===== config.mk =====
export PLATFORM = sky130hd
export DESIGN_NAME = nsr_status_regs
export DESIGN_NICKNAME = d
export VERILOG_FILES = /design/src/rtl/nsr_pkg.sv /design/src/rtl/nsr_rb_sync.sv /design/src/rtl/nsr_event_flag.sv /design/src/rtl/nsr_ce_mux.sv /design/src/rtl/nsr_status_regs.sv
export SDC_FILE = /design/constraint.sdc
export NUM_CORES = 1
export LEC_CHECK = 0
export BUFFER_PORTS_ARGS = -buffer_cell sky130_fd_sc_hd__buf_4
export CAP_MARGIN = 20
export CELL_PAD_IN_SITES_DETAIL_PLACEMENT = 0
export CELL_PAD_IN_SITES_GLOBAL_PLACEMENT = 1
export CORE_ASPECT_RATIO = 1.1
export CORE_MARGIN = 10
export CORE_UTILIZATION = 29
export CTS_BUF_LIST = sky130_fd_sc_hd__clkbuf_16
export DETAILED_ROUTE_END_ITERATION = 16
export GPL_TIMING_DRIVEN = 0
export PLACE_DENSITY_LB_ADDON = 0.3
export RECOVER_POWER = 25
export SETUP_SLACK_MARGIN = 0.3
export SLEW_MARGIN = 20
export SYNTH_ARGS = -nofsm -noshare
export SYNTH_HDL_FRONTEND = slang
export SYNTH_HIERARCHICAL = 1
export SYNTH_SLANG_ARGS = --single-unit

===== constraint.sdc =====
create_clock -name clk -period 1.5 [get_ports clk]
set_input_delay 0.3 -clock clk [delete_from_list [all_inputs] [get_ports clk]]
set_output_delay 0.3 -clock clk [all_outputs]
set_load 0.02 [all_outputs]

===== src/rtl/nsr_pkg.sv =====
package nsr_pkg;

  localparam int DW = 8;

  // control register (address 0) bit positions
  localparam int CTRL_BUSY      = 0;
  localparam int CTRL_CE_DIRECT = 1;
  localparam int CTRL_CE_BASE   = 2;
  localparam int CTRL_IRQ_EN    = 6;

  // status register (address 1) bit positions
  localparam int STAT_CFG_W = 5;
  localparam int STAT_DMA   = 5;
  localparam int STAT_RB    = 6;
  localparam int STAT_PEND  = 7;

  // configuration fields, packed in register bit order 4:0
  typedef struct packed {
    logic [1:0] wait_states;
    logic       wait_low;
    logic [1:0] addr_cycles;
  } cfg_t;

  // event flag update: a set in the same cycle as a clear wins
  function automatic logic flag_next(input logic cur, input logic set,
                                     input logic clr);
    return set | (cur & ~clr);
  endfunction

  // one chip-enable lane, active high
  function automatic logic ce_lane_active(input logic direct, input logic sel_bit,
                                          input logic access, input logic hit);
    return direct ? sel_bit : (access & hit);
  endfunction

endpackage


===== src/rtl/nsr_rb_sync.sv =====
module nsr_rb_sync #(
  parameter int   STAGES = 2,
  parameter logic IDLE   = 1'b1
) (
  input  logic clk,
  input  logic rst_n,
  input  logic pin_i,
  output logic level_o,
  output logic rise_o
);
  logic [STAGES-1:0] chain_q;
  logic              prev_q;

  generate
    if (STAGES == 1) begin : g_one
      always_ff @(posedge clk or negedge rst_n)
        if (!rst_n) chain_q <= IDLE;
        else        chain_q <= pin_i;
    end else begin : g_many
      always_ff @(posedge clk or negedge rst_n)
        if (!rst_n) chain_q <= {STAGES{IDLE}};
        else        chain_q <= {chain_q[STAGES-2:0], pin_i};
    end
  endgenerate

  always_ff @(posedge clk or negedge rst_n)
    if (!rst_n) prev_q <= IDLE;
    else        prev_q <= chain_q[STAGES-1];

  assign level_o = chain_q[STAGES-1];
  assign rise_o  = chain_q[STAGES-1] & ~prev_q;
endmodule


===== src/rtl/nsr_event_flag.sv =====
module nsr_event_flag (
  input  logic clk,
  input  logic rst_n,
  input  logic set_i,
  input  logic clr_i,
  output logic flag_o
);
  import nsr_pkg::*;
  logic flag_q;

  always_ff @(posedge clk or negedge rst_n)
    if (!rst_n) flag_q <= 1'b0;
    else        flag_q <= flag_next(flag_q, set_i, clr_i);

  assign flag_o = flag_q;
endmodule


===== src/rtl/nsr_ce_mux.sv =====
module nsr_ce_mux #(
  parameter int NUM_CE = 4,
  parameter int SEL_W  = 2
) (
  input  logic              direct_i,
  input  logic [NUM_CE-1:0] sel_i,
  input  logic              access_i,
  input  logic [SEL_W-1:0]  idx_i,
  output logic [NUM_CE-1:0] ce_n_o
);
  import nsr_pkg::*;

  generate
    for (genvar i = 0; i < NUM_CE; i++) begin : g_lane
      logic hit;
      assign hit       = (idx_i == SEL_W'(i));
      assign ce_n_o[i] = ~ce_lane_active(direct_i, sel_i[i], access_i, hit);
    end
  endgenerate
endmodule


===== src/rtl/nsr_status_regs.sv =====
module nsr_status_regs #(
  parameter int REG_ADDR_W  = 4,
  parameter int NUM_CE      = 4,
  parameter int SYNC_STAGES = 2,
  parameter int EXT_ADDR_W  = 16,
  parameter int CE_SEL_LSB  = 14
) (
  input  logic                  clk,
  input  logic                  rst_n,
  input  logic                  reg_wr,
  input  logic [REG_ADDR_W-1:0] reg_addr,
  input  logic [7:0]            reg_wdata,
  output logic [7:0]            reg_rdata,
  input  logic                  rb_pin,
  input  logic                  ctrl_busy,
  input  logic                  dma_done_pulse,
  input  logic                  cmd_issue,
  input  logic                  ext_access,
  input  logic [EXT_ADDR_W-1:0] ext_addr,
  output logic [NUM_CE-1:0]     ce_n,
  output logic                  irq,
  output logic [1:0]            cfg_wait_states,
  output logic                  cfg_wait_low,
  output logic [1:0]            cfg_addr_cycles
);
  import nsr_pkg::*;

  localparam int SEL_W = (NUM_CE > 1) ? $clog2(NUM_CE) : 1;
  localparam logic [REG_ADDR_W-1:0] ADDR_CTRL = '0;
  localparam logic [REG_ADDR_W-1:0] ADDR_STAT = REG_ADDR_W'(1);

  // named internal events
  logic wr_ctrl, wr_stat;
  logic rb_level, rb_rise;
  logic pend_clr, dma_clr;
  logic pend_flag, dma_flag;
  logic irq_en_q, ce_direct_q;
  logic [NUM_CE-1:0] ce_sel_q;
  cfg_t cfg_q;
  logic [SEL_W-1:0] ce_idx;

  assign wr_ctrl = reg_wr && (reg_addr == ADDR_CTRL);
  assign wr_stat = reg_wr && (reg_addr == ADDR_STAT);

  nsr_rb_sync #(.STAGES(SYNC_STAGES), .IDLE(1'b1)) u_sync (
    .clk(clk), .rst_n(rst_n), .pin_i(rb_pin),
    .level_o(rb_level), .rise_o(rb_rise)
  );

  assign pend_clr = wr_stat & reg_wdata[STAT_PEND];
  assign dma_clr  = (wr_stat & reg_wdata[STAT_DMA]) | cmd_issue;

  nsr_event_flag u_pend (
    .clk(clk), .rst_n(rst_n), .set_i(rb_rise), .clr_i(pend_clr), .flag_o(pend_flag)
  );

  nsr_event_flag u_dma (
    .clk(clk), .rst_n(rst_n), .set_i(dma_done_pulse), .clr_i(dma_clr), .flag_o(dma_flag)
  );

  always_ff @(posedge clk or negedge rst_n)
    if (!rst_n) begin
      irq_en_q    <= 1'b0;
      ce_direct_q <= 1'b0;
      ce_sel_q    <= '0;
    end else if (wr_ctrl) begin
      irq_en_q    <= reg_wdata[CTRL_IRQ_EN];
      ce_direct_q <= reg_wdata[CTRL_CE_DIRECT];
      ce_sel_q    <= reg_wdata[CTRL_CE_BASE +: NUM_CE];
    end

  always_ff @(posedge clk or negedge rst_n)
    if (!rst_n)       cfg_q <= '0;
    else if (wr_stat) cfg_q <= cfg_t'(reg_wdata[STAT_CFG_W-1:0]);

  always_comb begin
    reg_rdata = '0;
    if (reg_addr == ADDR_CTRL) begin
      reg_rdata[CTRL_BUSY]                 = ctrl_busy;
      reg_rdata[CTRL_CE_DIRECT]            = ce_direct_q;
      reg_rdata[CTRL_CE_BASE +: NUM_CE]    = ce_sel_q;
      reg_rdata[CTRL_IRQ_EN]               = irq_en_q;
    end else if (reg_addr == ADDR_STAT) begin
      reg_rdata[STAT_CFG_W-1:0] = cfg_q;
      reg_rdata[STAT_DMA]       = dma_flag;
      reg_rdata[STAT_RB]        = rb_level;
      reg_rdata[STAT_PEND]      = pend_flag;
    end
  end

  assign ce_idx = ext_addr[CE_SEL_LSB +: SEL_W];

  nsr_ce_mux #(.NUM_CE(NUM_CE), .SEL_W(SEL_W)) u_ce (
    .direct_i(ce_direct_q), .sel_i(ce_sel_q), .access_i(ext_access),
    .idx_i(ce_idx), .ce_n_o(ce_n)
  );

  assign irq             = irq_en_q & pend_flag;
  assign cfg_wait_states = cfg_q.wait_states;
  assign cfg_wait_low    = cfg_q.wait_low;
  assign cfg_addr_cycles = cfg_q.addr_cycles;
endmodule


* Word-level counts from Yosys, hierarchy flattened
Index checks and enable logic that the tools add are counted.
** Operators by class
- Equality and inequality tests :: 4
- Multiplexer cells :: 7
- Bitwise logic cells :: 20
- Reduce and logical (&&, ||, !) cells :: 4
** Operators with widths (number)
- bitwise AND 1 bit :: 10
- two-way mux 8 bit :: 1
- two-way mux 7 bit :: 1
- NOT 1 bit :: 7
- two-way mux 1 bit :: 5
- equality test 2 bit, second input constant :: 2
- equality test 4 x 1 -> 1 bit, second input constant :: 1
- logical NOT 4 bit :: 1
- OR 1 bit :: 3
- equality test 2 x 1 -> 1 bit, second input constant :: 1
- logical AND 1 bit :: 2
- logical NOT 2 bit :: 1
** Storage, ports and cells
- Flip-flop bits (word level) :: 16
- Input bits :: 36
- Output and inout bits :: 18
- Word-level logic and storage cells :: 45

* Longest topological paths before layout
Gate-level depths: netlist (run 1).
- Depth after elaboration :: 7
- Mapped depth :: 4
- Depth with buffers taken out :: 4

* Modules after synthesis
Netlist (run 1), hierarchy kept.
** Modules (own cells, without submodules)
- nsr_status_regs :: instances 1, cells each 48, area an instance 589.3 sq um
- nsr_rb_sync :: instances 1, cells each 4, area an instance 92.6 sq um
- nsr_event_flag :: instances 2, cells each 3, area an instance 36.3 sq um
- nsr_ce_mux :: instances 1, cells each 7, area an instance 48.8 sq um

* Worst setup path after synthesis (run 1)
OpenSTA, ideal clock, no wires.
- Path type :: input port to output port
- From :: in reg_addr[1]
- To :: out reg_rdata[0]
- Arrival :: 1245 ps
- Data required time :: 1200 ps
- Setup slack :: -45 ps
- Stages on the path :: 3
- Cell sequence :: or3_2 > clkbuf_1 > nor2_1
** On the way
- Word-level cells in the longest chain between the ends :: 3
- Elaborated cells on any way between the ends :: 4
- Those cells by class :: eq/ne: 1; mux: 2; reduce/logical: 1
** RTL lines
- start: declaration :: line nsr_status_regs.sv:11 : input logic [REG_ADDR_W-1:0] reg_addr,
- equality test 4 x 1 -> 1 bit :: line nsr_status_regs.sv:83 : end else if (reg_addr == ADDR_STAT) begin
- two-way mux 8 bit :: line nsr_status_regs.sv:83
- two-way mux 7 bit (*) :: line nsr_status_regs.sv:78 : if (reg_addr == ADDR_CTRL) begin
- end: declaration :: line nsr_status_regs.sv:13 : output logic [7:0] reg_rdata,
Mark *: on every way between the ends. The rest lies on a longest branch, timed or not.

* Worst setup path in the final report (run 1)
- From :: in reg_addr[2]
- To :: out reg_rdata[1]
Same word-level chain as after synthesis.

==> impl_metrics.toml, run 1 <==
[floorplanning]
die_y_microns = 75.2
core-area_sq_um = 2570
die_w_microns = 70.2
initial_utilization_pct = 31.3
die-area_sq_um = 5280
ios = 54
fp-row-count = 19

[routing]
first_pass_iters = 4
wl_microns = 2340
wire_per_inst_microns = 16.3
drt_iter0_markers = 32
viasPerCell = 4.69
ant_nets = 0
vias = 675
drc_errors = 0

[sta]
report.final.hold_viol_count = 0
hold_ws_ns = 0.172
worst_pin_slew_ns = 0.851
setup-violations-final = 0
finClkSkew_ns = 0.000366
tns_ns = 0
layout_min_cycle_time_ns = 1.48
fin_crit_sh_pct = 98.9
slew_headroom_pct = 43.3
rsz0062_at_grt = "yes"
max_clock_freq_ghz = 0.674
drv_slew = 0
layout_setup_ws_ns = 0.0167

[min_path]
hold_path_class = "input pin to flop"

[yosys]
synth.area.top_cells = "dfrtp_1 40%, mux2_2 15%, dfstp_2 9.8%, mux2i_1 8.7%, nor2_1 4.2%"
synth_area_sq_um = 803
synthCells = 65
syn_avg_cell_area_sq_um = 12.4
synth_top_cell_area_share_pct = 40.5
synth.distinct_cells = 21
syn_nets = 101
ys_ff_latch = 16
yosys_warnings = 6
post-synth-top-area-cell = "dfrtp_1"
ys_seq_area_share_pct = 50.3

[global_routing]
grt_overflow = 0
grt_max_degree = 17
grt_usage_pct = 8.70
antenna_found_initial = 0
grt_pass1_vias = 777
grt_first_pass_wirelength_microns = 3730

[power_and_ir_drop]
p_per_area_nw_per_um2 = 1120
finalPower_mw = 1.65
ir_drop_mv = 1.06
power.leakage_nw = 0.694

[setup_path]
critical_path_peak_fanout = 8
slowest_stage = "or3_4"
max_stage_delay_ns = 0.38
path_class = "input pin to primary output"
endpoint_kind = "primary output"
worstPathRequired_ns = 1.20
critPathArrivalTime_ns = 1.18
cp_cell_sequence = "buf_8 > or3_4 > clkbuf_16 > nor2_4 > buf_6"
reg2reg_slack_ns = 0.49
start_kind = "input pin"

[clock_network]
htreeDepth = 1
path_clk_slew_ns = 0.05
worstSkewPairLatency_ns = 0.24
cts_tree = "yes"
cts.sinks = 16
cts_buffers = 3
cts_buffer_depth = 2
cts-root-buf = "clkbuf_16"

[placed_design]
dp_cells = 135
port-buffer-count = 39
dp_slack_ns = -0.0372
gp_congestion = 0.674
dpl.hpwl_microns = 1740

[finish]
final_common_cell = "buf_4"
n_antenna_cell = 0
fill_cells = 240
drive_gt1_share_pct = 73.5
nets = 150
syn_to_final_growth_pct = 83.3
multi_input_area_sq_um = 517
regArea_sq_um = 405
final_cell_mix = "30 x buf_4, 12 x dfrtp_1, 11 x mux2_4, 11 x buf_6, 8 x nor2_4"
stdcell_count = 144

[job]
max-cap-violations = 0

[status]
outcome = "finished clean"
## cell usage after synthesis
cell type  number
a21o_1          2
a22oi_1         2
a31o_2          1
a32oi_1         2
and2_1          1
and2b_2         1
and3_2          1
buf_2           1
buf_6           1
clkbuf_1        1
dfrtp_1        13
dfstp_2         3
inv_1           2
mux2_2         11
mux2i_1         7
nand2_1         2
nor2_1          9
nor2b_1         2
nor2b_4         1
nor4b_4         1
or3_2           1
## area by class of cell
class	count	share of cell area (%)
plain buffers	3	3.23
clock buffers	3	5.10
clock inverters	1	0.255
inverters	2	0.510
multi-input cells	44	35.1
flip-flops and latches	16	27.5
well taps	31	2.63
repair buffers	44	25.7
## final timing paths
check / start / endpoint / depth (start not counted)
worst max-delay path: reg_addr[2] / reg_rdata[1] / 5
worst min-delay path: rb_pin / u_sync/chain_q[0]$_DFF_PN1_ / 1
worst max register to register: irq_en_q$_DFFE_PN0P_ / irq_en_q$_DFFE_PN0P_ / 3
worst min register to register: u_sync/chain_q[0]$_DFF_PN1_ / u_sync/chain_q[1]$_DFF_PN1_ / 0
max in group asynchronous: rst_n / ce_direct_q$_DFFE_PN0P_ / 2
min in group asynchronous: rst_n / cfg_addr_cycles[0]$_DFFE_PN0N_ / 2
## cell families after synthesis
family | share of synthesized area, %
buffers and inverters | 3.43
AND/OR/NAND/NOR | 15.1
multiplexers | 24.1
AO/OA/AOI/OAI | 7.01
flip-flops | 50.3
## layer usage
layer  GRT usage (%)  vias up  part of all wire, %
met2            15.7       23                   52
met3            3.55        0                  7.3
met4            1.32        0                    0
met5               0        -                    0
met1            9.65      329                   41
li1                -      323                    -
## timing repair
item | 4_1_cts | 5_1_grt
buffers inserted | 3 | 1
hold buffers | 1 | 0
setup endpoints to repair | 24 | 25
pin swaps | 10 | 4
endpoints found under the hold margin | 13 | 0
resized for setup | 16 | 13
## where the power goes
part | internal, mW | leakage, nW | switching, mW
Sequential | 0.514 | 0.185 | 0.0827
Combinational | 0.318 | 0.471 | 0.239
Clock | 0.352 | 0.0385 | 0.149
Total | 1.18 | 0.694 | 0.471
## through the flow
step | cell area (sq um) | util, %
finish | 1470 | 57.4
global route | 1470 | 57.4
CTS | 1420 | 55.1
detailed placement | 1250 | 48.7
global placement | 1250 | 48.7
floorplan | 918 | -
## critical path: cells and delay by family
family / cells / cell delay (ns)
buf+inv: 3 / 0.40
simple gates: 2 / 0.47
## registers in the layout, summed over array words and instances, names as in the netlist
name             cells
ce_direct_q          1
ce_sel_q             4
cfg_addr_cycles      2
cfg_wait_low         1
cfg_wait_states      2
irq_en_q             1
u_dma/flag_o         1
u_pend/flag_o        1
u_sync/chain_q       2
u_sync/prev_q        1
Note: power is estimated with default switching activity, not from simulation.
==> run 2, diff against run 1 <==
- REMOVE_ABC_BUFFERS: not set -> 1
==> run 2 against run 1 <==
Effect of this change: global-route usage is 0.19 points lower; worst hold slack worse by 0.0034 ns; register-to-register slack better by 0.12 ns; clock power is 1% higher; sequential cell count stayed put; sequential power hardly changed; first-iteration DRC count is 6.3% lower; die area stayed put; count of clock-buffer cells in the layout stayed put; critical endpoint is now reg_rdata[6]; largest power group unchanged.
==> impl_metrics.toml, run 2 (synthesis gave the netlist of run 1 again) <==
[sta]
layout_setup_ws_ns = 0.0315
rsz0062_at_grt = "yes"
layout_min_cycle_time_ns = 1.47
drv_slew = 0
worst_pin_slew_ns = 0.823
setup-violations-final = 0
max_clock_freq_ghz = 0.681
fin_crit_sh_pct = 97.9
finClkSkew_ns = 0.000205
slew_headroom_pct = 45.1
report.final.hold_viol_count = 0

[power_and_ir_drop]
ir_drop_mv = 0.780
p_per_area_nw_per_um2 = 1140
power.leakage_nw = 0.669
finalPower_mw = 1.64

[setup_path]
critical_path_peak_fanout = 8
worst-path-buf-inv = 2
worstPathRequired_ns = 1.20
critPathTopFamily = "simple AND/OR/NAND/NOR gates"
start_kind = "input pin"
path_class = "input pin to primary output"
critPathArrivalTime_ns = 1.17
endpoint_kind = "primary output"
max_stage_delay_ns = 0.51
cp_cell_sequence = "buf_8 > or3_4 > nor2_4 > buf_6"
slowest_stage = "or3_4"

[floorplanning]
die_y_microns = 75.2
die-area_sq_um = 5280
ios = 54
core-area_sq_um = 2570
initial_utilization_pct = 31.3
die_w_microns = 70.2
fp-row-count = 19

[clock_network]
cts_tree = "yes"
cts_buffers = 3
worstSkewPairLatency_ns = 0.24
path_clk_slew_ns = 0.05
cts_buffer_depth = 2
htreeDepth = 1
cts-root-buf = "clkbuf_16"
cts.sinks = 16

[min_path]
hold_path_class = "input pin to flop"

[finish]
fill_cells = 225
nets = 147
final_cell_mix = "27 x buf_4, 12 x dfrtp_1, 12 x buf_6"
n_antenna_cell = 0
final_common_cell = "buf_4"
largest_register = "ce_sel_q"
largest_reg_flops = 4
drive_gt1_share_pct = 72.7
syn_to_final_growth_pct = 79.3

[global_routing]
grt_usage_pct = 8.51
grt_max_degree = 17
grt_first_pass_wirelength_microns = 3650
met3_usage_pct = 2.37
grt_pass1_vias = 747
grt_overflow = 0
antenna_found_initial = 0
use_met2_pct = 14.4
grtUsageMet1_pct = 9.89
grt.busiest_layer = "met2"

[routing]
viasPerCell = 4.84
drt_iter0_markers = 30
vias = 683
wire_per_inst_microns = 17.0
first_pass_iters = 4
wl_microns = 2390
drc_errors = 0
ant_nets = 0

[placed_design]
gp_congestion = 0.716
dp_slack_ns = -0.152
dpl.hpwl_microns = 1740
port-buffer-count = 39

[status]
outcome = "finished clean"

[job]
max-cap-violations = 0
## run 2: final timing paths
path,start,end,slack [ns],cells after the start
max,reg_addr[3],reg_rdata[6],0.03,4
min,rb_pin,u_sync/chain_q[0]$_DFF_PN1_,0.17,1
max reg2reg,ce_direct_q$_DFFE_PN0P_,ce_direct_q$_DFFE_PN0P_,0.61,1
min reg2reg,u_sync/chain_q[0]$_DFF_PN1_,u_sync/chain_q[1]$_DFF_PN1_,0.36,0
max in group asynchronous,rst_n,ce_direct_q$_DFFE_PN0P_,0.26,2
min in group asynchronous,rst_n,u_pend/flag_o$_DFF_PN0_,0.67,2
## run 2: where the power goes
part	internal [mW]	switching (mW)
sequential	0.513	0.0813
clock	0.353	0.154
combinational	0.302	0.238
## run 2: layout make-up
type	instances	area, sq um	share of cell area [%]
sequential	16	405	28.1
clock buffer	3	75.1	5.21
tap	31	38.8	2.69
multi-input combinational	44	520	36.1
clock inverter	1	3.75	0.261
inverter	2	7.51	0.521
timing repair buffer	44	389	27.0
## run 2: what timing repair did
| item | CTS | global route |
|---|---|---|
| hold buffers | 1 | 0 |
| pin swaps | 15 | 8 |
| resized for setup | 30 | 27 |
| hold endpoints to repair | 13 | 0 |
| endpoints found under the setup margin | 24 | 26 |
| setup buffers | 2 | 2 |
## run 2: stage by stage
step	std cells	setup TNS [ns]	utilization [%]	hold WS (ns)	instance area (sq um)
floorplan	62	0	-	0.00441	783
global placement	132	-1.16	43.4	0.169	1110
detailed placement	132	-1.40	43.4	0.169	1110
CTS	139	0	51.4	0.165	1320
global route	141	-0.0413	56.1	0.163	1440
finish	141	0	56.1	0.168	1440
## run 2: metal layers
metal	wire, microns	vias up
li1	-	321
met1	1010	332
met2	1220	28
met3	142	2
met4	23	0
met5	0	-
